--- src/rtl/fpm_pkg.sv ---
package fpm_pkg;

    typedef enum logic [1:0] {
        RND_NEAR_EVEN = 2'b00,
        RND_ZERO      = 2'b01,
        RND_UP        = 2'b10,
        RND_DOWN      = 2'b11
    } rnd_mode_e;

    typedef struct packed {
        logic uf;
        logic of;
        logic inx;
        logic exc;
        logic inv;
    } fp_flags_t;

endpackage

--- src/rtl/fpm_classify.sv ---
module fpm_classify #(
    parameter int EXP_W  = 8,
    parameter int FRAC_W = 23
) (
    input  logic [EXP_W+FRAC_W:0] op,
    output logic                  sign,
    output logic [EXP_W-1:0]      exp_f,
    output logic [FRAC_W:0]       sig,
    output logic                  is_zero,
    output logic                  is_inf,
    output logic                  is_nan
);
    logic exp_max;
    logic exp_min;
    logic frac_nz;

    always_comb begin
        sign    = op[EXP_W+FRAC_W];
        exp_f   = op[FRAC_W +: EXP_W];
        exp_max = &exp_f;
        exp_min = ~|exp_f;
        frac_nz = |op[FRAC_W-1:0];
        // zero exponent field: value flushed, fraction dropped
        is_zero = exp_min;
        is_inf  = exp_max & ~frac_nz;
        is_nan  = exp_max & frac_nz;
        sig     = exp_min ? '0 : {1'b1, op[FRAC_W-1:0]};
    end

endmodule

--- src/rtl/fpm_sig_mult.sv ---
module fpm_sig_mult #(
    parameter int SIG_W = 24
) (
    input  logic [SIG_W-1:0]   a,
    input  logic [SIG_W-1:0]   b,
    output logic [2*SIG_W-1:0] prod
);
    localparam int PROD_W = 2 * SIG_W;

    always_comb begin
        prod = PROD_W'(a) * PROD_W'(b);
    end

endmodule

--- src/rtl/fpm_norm_round.sv ---
module fpm_norm_round
    import fpm_pkg::*;
#(
    parameter int EXP_W  = 8,
    parameter int FRAC_W = 23
) (
    input  logic                    sign,
    input  logic [2*FRAC_W+1:0]     prod,
    input  logic [EXP_W+1:0]        exp_in,
    input  rnd_mode_e               mode,
    output logic [EXP_W+FRAC_W:0]   word,
    output logic                    uf,
    output logic                    of,
    output logic                    inx
);
    localparam int SIG_W  = FRAC_W + 1;
    localparam int PROD_W = 2 * SIG_W;
    localparam int EXPS_W = EXP_W + 2;
    localparam logic [EXPS_W-1:0] EMAX_U = EXPS_W'((1 << EXP_W) - 1);

    logic              top;
    logic [PROD_W-1:0] norm;
    logic [FRAC_W-1:0] frac;
    logic              g_bit;
    logic              r_bit;
    logic              s_bit;
    logic              lost;
    logic              inc;
    logic [SIG_W:0]    sum;
    logic              carry;
    logic [EXPS_W-1:0] exp_r;
    logic              neg;

    always_comb begin
        top   = prod[PROD_W-1];
        norm  = top ? prod : {prod[PROD_W-2:0], 1'b0};
        frac  = norm[PROD_W-2 -: FRAC_W];
        g_bit = norm[PROD_W-2-FRAC_W];
        r_bit = norm[PROD_W-3-FRAC_W];
        s_bit = |norm[PROD_W-4-FRAC_W:0];
        lost  = g_bit | r_bit | s_bit;

        unique case (mode)
            RND_NEAR_EVEN: inc = g_bit & (r_bit | s_bit | frac[0]);
            RND_ZERO:      inc = 1'b0;
            RND_UP:        inc = ~sign & lost;
            RND_DOWN:      inc = sign & lost;
            default:       inc = 1'b0;
        endcase

        sum   = {2'b01, frac} + {{SIG_W{1'b0}}, inc};
        carry = sum[SIG_W];
        exp_r = exp_in + EXPS_W'(top) + EXPS_W'(carry);
        neg   = exp_r[EXPS_W-1];

        of  = ~neg & (exp_r >= EMAX_U);
        uf  = neg | (exp_r == '0);
        inx = lost | of | uf;

        if (of) begin
            word = {sign, {EXP_W{1'b1}}, {FRAC_W{1'b0}}};
        end else if (uf) begin
            word = {sign, {(EXP_W+FRAC_W){1'b0}}};
        end else begin
            word = {sign, exp_r[EXP_W-1:0], sum[FRAC_W-1:0]};
        end
    end

endmodule

--- src/rtl/fp32_mul.sv ---
module fp32_mul
    import fpm_pkg::*;
#(
    parameter int EXP_W  = 8,
    parameter int FRAC_W = 23
) (
    input  logic                  clk,
    input  logic                  rst_n,
    input  logic                  in_valid,
    input  logic [EXP_W+FRAC_W:0] op_a,
    input  logic [EXP_W+FRAC_W:0] op_b,
    input  logic [1:0]            rnd_mode,
    output logic                  out_valid,
    output logic [EXP_W+FRAC_W:0] result,
    output logic                  flag_underflow,
    output logic                  flag_overflow,
    output logic                  flag_inexact,
    output logic                  flag_exception,
    output logic                  flag_invalid
);
    localparam int W      = 1 + EXP_W + FRAC_W;
    localparam int SIG_W  = FRAC_W + 1;
    localparam int PROD_W = 2 * SIG_W;
    localparam int EXPS_W = EXP_W + 2;
    localparam logic [EXPS_W-1:0] BIAS_V = EXPS_W'((1 << (EXP_W - 1)) - 1);
    localparam logic [W-1:0] QNAN =
        {1'b0, {EXP_W{1'b1}}, 1'b1, {(FRAC_W-1){1'b0}}};

    typedef struct packed {
        logic              valid;
        logic              sign;
        logic              special;
        logic              inv;
        logic [W-1:0]      spec_word;
        logic [PROD_W-1:0] prod;
        logic [EXPS_W-1:0] exp_sum;
        rnd_mode_e         mode;
    } s1_t;

    typedef struct packed {
        logic      valid;
        logic [W-1:0] word;
        fp_flags_t flags;
    } s2_t;

    // operand decode, one instance per operand
    logic [1:0][W-1:0]      ops;
    logic [1:0]             c_sign;
    logic [1:0][EXP_W-1:0]  c_exp;
    logic [1:0][SIG_W-1:0]  c_sig;
    logic [1:0]             c_zero;
    logic [1:0]             c_inf;
    logic [1:0]             c_nan;

    assign ops[0] = op_a;
    assign ops[1] = op_b;

    for (genvar i = 0; i < 2; i++) begin : g_cls
        fpm_classify #(.EXP_W(EXP_W), .FRAC_W(FRAC_W)) i_cls (
            .op      (ops[i]),
            .sign    (c_sign[i]),
            .exp_f   (c_exp[i]),
            .sig     (c_sig[i]),
            .is_zero (c_zero[i]),
            .is_inf  (c_inf[i]),
            .is_nan  (c_nan[i])
        );
    end

    logic [PROD_W-1:0] prod_w;

    fpm_sig_mult #(.SIG_W(SIG_W)) i_mult (
        .a    (c_sig[0]),
        .b    (c_sig[1]),
        .prod (prod_w)
    );

    s1_t s1_d, s1_q;
    s2_t s2_d, s2_q;

    logic [W-1:0] rnd_word;
    logic         rnd_uf;
    logic         rnd_of;
    logic         rnd_inx;

    fpm_norm_round #(.EXP_W(EXP_W), .FRAC_W(FRAC_W)) i_round (
        .sign   (s1_q.sign),
        .prod   (s1_q.prod),
        .exp_in (s1_q.exp_sum),
        .mode   (s1_q.mode),
        .word   (rnd_word),
        .uf     (rnd_uf),
        .of     (rnd_of),
        .inx    (rnd_inx)
    );

    logic res_sign;
    logic any_nan;
    logic zero_inf;
    logic any_inf;
    logic any_zero;

    always_comb begin
        res_sign = c_sign[0] ^ c_sign[1];
        any_nan  = |c_nan;
        zero_inf = (c_zero[0] & c_inf[1]) | (c_inf[0] & c_zero[1]);
        any_inf  = |c_inf;
        any_zero = |c_zero;

        // stage 1: decode, special cases, exponent sum, significand product
        s1_d       = '0;
        s1_d.valid = in_valid;
        if (in_valid) begin
            s1_d.sign    = res_sign;
            s1_d.mode    = rnd_mode_e'(rnd_mode);
            s1_d.prod    = prod_w;
            s1_d.exp_sum = EXPS_W'(c_exp[0]) + EXPS_W'(c_exp[1]) - BIAS_V;
            if (any_nan || zero_inf) begin
                s1_d.special   = 1'b1;
                s1_d.inv       = 1'b1;
                s1_d.spec_word = QNAN;
            end else if (any_inf) begin
                s1_d.special   = 1'b1;
                s1_d.spec_word = {res_sign, {EXP_W{1'b1}}, {FRAC_W{1'b0}}};
            end else if (any_zero) begin
                s1_d.special   = 1'b1;
                s1_d.spec_word = {res_sign, {(W-1){1'b0}}};
            end
        end

        // stage 2: normalise, round, range check
        s2_d       = '0;
        s2_d.valid = s1_q.valid;
        if (s1_q.valid) begin
            if (s1_q.special) begin
                s2_d.word      = s1_q.spec_word;
                s2_d.flags.inv = s1_q.inv;
                s2_d.flags.exc = s1_q.inv;
            end else begin
                s2_d.word      = rnd_word;
                s2_d.flags.uf  = rnd_uf;
                s2_d.flags.of  = rnd_of;
                s2_d.flags.inx = rnd_inx;
                s2_d.flags.exc = rnd_uf | rnd_of;
            end
        end
    end

    always_ff @(posedge clk or negedge rst_n) begin
        if (!rst_n) begin
            s1_q <= '0;
            s2_q <= '0;
        end else begin
            s1_q <= s1_d;
            s2_q <= s2_d;
        end
    end

    assign out_valid      = s2_q.valid;
    assign result         = s2_q.word;
    assign flag_underflow = s2_q.flags.uf;
    assign flag_overflow  = s2_q.flags.of;
    assign flag_inexact   = s2_q.flags.inx;
    assign flag_exception = s2_q.flags.exc;
    assign flag_invalid   = s2_q.flags.inv;

endmodule

--- config.mk ---
export PLATFORM = sky130hd
export DESIGN_NAME = fp32_mul
export DESIGN_NICKNAME = d
export VERILOG_FILES = /design/src/rtl/fpm_pkg.sv /design/src/rtl/fpm_classify.sv /design/src/rtl/fpm_sig_mult.sv /design/src/rtl/fpm_norm_round.sv /design/src/rtl/fp32_mul.sv
export SDC_FILE = /design/constraint.sdc
export NUM_CORES = 2
export LEC_CHECK = 0
export BUFFER_PORTS_ARGS = -buffer_cell sky130_fd_sc_hd__buf_2
export CAP_MARGIN = 30
export CORE_MARGIN = 2
export CORE_UTILIZATION = 35
export CTS_CLUSTER_DIAMETER = 40
export CTS_CLUSTER_SIZE = 24
export DETAILED_ROUTE_END_ITERATION = 10
export PLACE_DENSITY_LB_ADDON = 0.12
export SYNTH_ARGS = -nofsm -noshare
export SYNTH_HDL_FRONTEND = slang
export SYNTH_SLANG_ARGS = --single-unit
--- constraint.sdc ---
create_clock -name clk -period 14.16 [get_ports clk]
set_input_delay 0.708 -clock clk [delete_from_list [all_inputs] [get_ports clk]]
set_output_delay 0.708 -clock clk [all_outputs]
set_load 0.1 [all_outputs]
# --- Word level (Yosys, flattened, before mapping) ---
# Index checks and enable logic that the tools add are counted.
word_totals:
  out_inout_bits: 38
  wordCells: 83
  regBits: 134
  inputBits: 69
op_classes:
  eq_ne: 3
  n_mul: 1
  n_mux: 19
  n_lt_le_gt_ge: 1
  bitwise_logic: 24
  n_addsub: 5
  n_reduce_logical: 15
ops:
  columns: ["op", "n"]
  rows:
  - ["$mux W32", 4]
  - ["$mux W95", 1]
  - ["$mux W31", 2]
  - ["$mul A24 B24 Y48", 1]
  - ["$mux W24", 2]
  - ["$mux W47", 1]
  - ["$reduce_or A23 Y1", 2]
  - ["$mux W37", 1]
  - ["$add A24 B1 Y25", 1]
  - ["$reduce_or A22 Y1", 1]
  - ["$add A10 B1 Y10", 2]
  - ["$reduce_and A8 Y1", 2]
  - ["$reduce_or A8 Y1", 2]
  - ["$and A1 B1 Y1", 10]
  - ["$ge A10 B8 Y1 const B", 1]
  - ["$logic_not A10 Y1", 1]
  - ["$sub A9 B7 Y10 const B", 1]
  - ["$add A8 B8 Y9", 1]
  - ["$or A1 B1 Y1", 9]
  - ["$mux W1", 6]
  - ["$reduce_or A2 Y1", 3]
  - ["$eq A2 B2 Y1 const B", 2]
  - ["$not A1 Y1", 4]
  - ["$pmux W1 S4", 1]
  - ["other kinds (6)", 7]

# --- Depth between registers and ports, before layout ---
logic_depth:
  ltp_word: 14
  depth_mapped: 31
  ltp_nobuf: 28

# --- Cells and area by module ---
# Synthesis repeated with hierarchy kept, for this count alone.
hier_totals:
  hier_cells: 2817
  area_unflattened_um2: 25434.4
by_module_without_submodules:
  columns: ["module", "seq_area_each_um2", "n_inst", "cells_each", "area_each_um2"]
  rows:
  - ["fpm_sig_mult", 0.0, 1, 2162, 18980.7]
  - ["fp32_mul", 2602.5, 1, 292, 3833.7]
  - ["fpm_norm_round", 0.0, 1, 261, 1976.9]
  - ["fpm_classify", 0.0, 2, 51, 321.6]

# --- Worst setup path before layout ---
# Ideal clock, no wire load.
synth_path:
  kind: "in2reg"
  startpoint: "in op_a[27]"
  endpoint: "reg s1_q[59] in the netlist's numbering"
  required_ns: 14.081
  n_path_buf: 2
  setup_time_ns: 0.079
  path_slack_ns: 6.283
  stages: 29
  arrival_time_ns: 7.797
  path_cell_list: "nor4_1 nand2_1 clkbuf_1 and3_1 clkbuf_1 and2_1 fa_1 fa_1 inv_1 fa_1 inv_1 fa_1 inv_1 fa_1 inv_1 fa_1 inv_1 fa_1 inv_1 ha_1 nand4_1 nor2_1 nand3_1 a2111oi_0 nor3_1 o21a_1 o221a_2 o31ai_1 mux2i_1"
synth_lines:
  columns: ["element", "line_no", "text"]
  rows:
  - ["start: declaration", "fp32_mul.sv:10", "input logic [EXP_W+FRAC_W:0] op_a,"]
  - ["end signal: assignment", "fp32_mul.sv:151", "s1_q <= '0;"]
  - ["end signal: assignment", "fp32_mul.sv:154", "s1_q <= s1_d;"]
  - ["end: declaration", "fp32_mul.sv:78", "s1_t s1_d, s1_q;"]

==> impl_summary.md <==
Outcome
The flow ran to the end, and the final reports show no timing, DRC or antenna violations.

STA
Setup repair after global routing left no endpoint under its margin. For this run, the top clock speed supported by timing is roughly 110 MHz. The number of endpoints failing setup at the final stage is 0. After layout, the worst path uses 64.36% of the clock period. The max-slew violation count was 0. Adding up every negative setup slack in the final design gives 0 ns. The transition at the pin with the smallest max-transition slack is 1.094 ns.

The clock period minus worst slack is ~9.1 ns. For the final database, setup skew stands at around 0.0078 ns. In this run the tightest slew margin relative to its limit is ~27%. The count of final hold-check violations is 0.

Yosys
Among all flip-flop cells after synthesis, the most frequent one is dfrtp_1. The net count after synthesis is 3500. The fraction of the yosys area taken by sequential cells is between 10% and 20%.

The number of enable-type register cells in the synthesized netlist is 0. The cell type with the highest aggregate area in the netlist is fa_1. The area share of the leading cell type in the synthesized netlist is about two fifths. The cell area that synthesis handed to floorplanning was approximately 24000 µm². The number of instances in the synthesized netlist is 2755. The post-synthesis async set-or-reset flop share is 100.0%.

By area the synthesized netlist is led by fa_1, dfrtp_1, ha_1. The synthesized design contains approximately 100 register bits. The number of unique standard cell types used by synthesis is 63. Yosys printed 0 warnings.

A synthesized cell averages 8.873 µm².

Worst setup path
The slowest library cell on the worst path is and2_2. By startpoint and endpoint, the worst setup path is classified as in2reg. The depth of the most critical reg-to-reg path is 26. The critical path data arrival time is 9.39 ns. The end point of the critical path is s1_q[59]. The peak per-stage delay on the critical path is 0.61 ns.

The beginning of the critical path is op_a[24]. The setup check on the worst reg-to-reg path leaves a slack of slightly below 7 ns. The kind of capture point of the worst setup path is a register. The biggest fanout along the worst timing path is 42. The cell seen most often among critical-path stages is fa_1.

STA classifies the critical path startpoint as an input pin. In this run the critical register-to-register path is launched from s1_q[59]. In this run the critical register-to-register path is captured at result[8].

The data required time of the worst path is between 10 and 15 ns.

Clock network
The clock latency on the worst-skew pair is between 0.3 and 0.4 ns. The tree built by TritonCTS fans out to around 100 sinks. The longest clock path from root to sink contains 2 buffers. The buffer count from post-CTS setup fixing is 0.

Post-CTS repair changed the size of 0 cells. Clock tree synthesis inserted a total of 9 buffers. The post-CTS clock slew at the launch and capture registers of the worst setup and hold paths is 0.07 ns.

The maximum level of the CTS H-tree is 3. TritonCTS built the clock tree. The post-cts hold buffer count is 0. CTS placed an instance of clkbuf_16 at the clock tree root.

Layout
The post-synthesis to final-layout area growth is 6.900%. The net count of the finished layout is roughly 3500. Leaving out fill and tap cells, the most frequent cell in the layout is inv_1. In the final layout, the share of cells above drive strength 1 is 6.032%.

In the layout the commonest cells are inv_1, fa_1, nand2_1, and2_1, ha_1.

Global routing
The pin count of the biggest net entering global routing is 72. Global routing used ~22% of the available tracks. The total overflow left after global routing is 0. The via count of the first global-routing pass was 19910. The number of antenna violations at the first check in global routing is 2. The first global-routing pass estimated about 120000 µm of wire.

Drt
The detail route stage leaves a number of antenna-violating nets equal to 0. Wires add up to between 70000 and 80000 µm. The per-cell via count in the routed design is ~5.0. The number of iterations in the first detailed-routing pass is 6. The final routed wire length divided by cell count is 21.25 µm.

The violation count after the first detailed-route iteration is about 1400. For this block, the via count after detailed routing is around 18000. The remaining routing DRC violations is 0.

Floorplanning
The total area inside the core boundary comes to between 60000 and 70000 µm². For this configuration, the core starts out at a cell density of between 30 and 40%. In this run the horizontal extent of the chip is approximately 270 µm. The floorplan row count is 96. The floorplan step defined a die boundary enclosing 71980 µm². The I/O pin count is approximately 110.

The die is 268.3 µm tall.

Run
The max-capacitance violation count is 0.

Place
The count of buffers added on input and output ports is between 100 and 150. Once detailed placement completed, the half-perimeter wirelength came to 60970 µm. The final estimated routing congestion in global placement is roughly 0.87.

Min path
The worst hold path belongs to the class in2async.
==> worst max-delay path, delay by kind of cell <==
kind / cells / cell delay, ns
adders and majority gates: 8 / 3.86
and+or+nand+nor: 8 / 1.78
AOI/OAI and AO/OA: 4 / 1.48
buffers and inverters: 9 / 1.27
muxes: 1 / 0.22
==> metal layers <==
metal / vias up / global-route usage (%) / part of all wire [%]
li1: 8313 / - / -
met1: 9424 / 32.58 / 47
met2: 644 / 34.60 / 43
met3: 86 / 4.298 / 7.6
met4: 0 / 5.179 / 2.3
met5: - / 0 / 0
==> how the worst min path moves through the flow <==
| stage | endpoint | slack (ns) | cells after the start |
|---|---|---|---|
| final | result[11] | 0.24 | 1 |
| after global routing | result[11] | 0.25 | 1 |
| after CTS | result[11] | 0.23 | 1 |
| after detailed placement | out_valid | 0.49 | 0 |
| after global placement | out_valid | 0.48 | 0 |
| after floorplan | flag_exception | 0.41 | 0 |
==> cell families after synthesis <==
family                   after synthesis  share of synthesized area (%)
buffers and inverters                752                          11.62
XOR/XNOR                              58                          2.078
AO/OA/AOI/OAI                        228                          6.137
AND/OR/NAND/NOR                      920                          19.34
flip-flops                           104                          10.65
multiplexers                          17                         0.7165
adder cells (fa/ha/maj)              676                          49.46
==> synth_stat cells, types with 3 or more instances <==
cell / n
inv_1: 600
fa_1: 484
nand2_1: 347
and2_1: 276
ha_1: 192
clkbuf_1: 142
dfrtp_1: 104
and3_1: 77
a21oi_1: 70
nor2_1: 55
nand3_1: 46
o21ai_0: 42
xnor2_1: 36
nand4_1: 27
a21o_1: 24
nor4_1: 22
xor2_1: 22
nand2b_1: 17
nor2b_1: 16
o21bai_1: 16
nor3_1: 14
mux2i_1: 13
a31oi_1: 11
a211oi_1: 10
o21a_1: 10
o31ai_1: 7
nor3b_1: 6
buf_1: 5
a2111oi_0: 4
a21boi_0: 4
and4_1: 4
mux2_2: 4
or3_1: 4
a311oi_1: 3
o2111ai_1: 3
o22ai_1: 3
==> final cells by class <==
class / instances / area [µm²]
Fill cell: 7093 / 42690
Multi-Input combinational cell: 1899 / 19000
Sequential cell: 104 / 2604
Inverter: 600 / 2252
Tap cell: 931 / 1165
Timing Repair Buffer: 133 / 803.3
Clock buffer: 9 / 225.2
Clock inverter: 7 / 77.57
Antenna cell: 1 / 2.502
==> flip-flops by register name, indices dropped and copies added (netlist names) <==
signal	cells
s1_q	66
result	32
flag_exception	1
flag_inexact	1
flag_invalid	1
flag_overflow	1
flag_underflow	1
out_valid	1
==> per-stage QoR <==
stage | setup WS (ns) | area [µm²] | util, % | hold WS, ns | std cells
6_report | 5.047 | 26130 | 37.97 | 0.2399 | 3684
5_1_grt | 4.649 | 26130 | 37.97 | 0.2491 | 3683
4_1_cts | 5.101 | 26130 | 37.97 | 0.2290 | 3683
3_5_place_dp | 4.743 | 25830 | 37.53 | 0.4944 | 3667
3_3_place_gp | 4.800 | 25730 | 37.38 | 0.4803 | 3663
2_1_floorplan | 6.283 | 24450 | - | 0.4124 | 2755
Power is not shown: default switching activity piles up to over one toggle a cycle in this logic, so the estimate is an artifact.
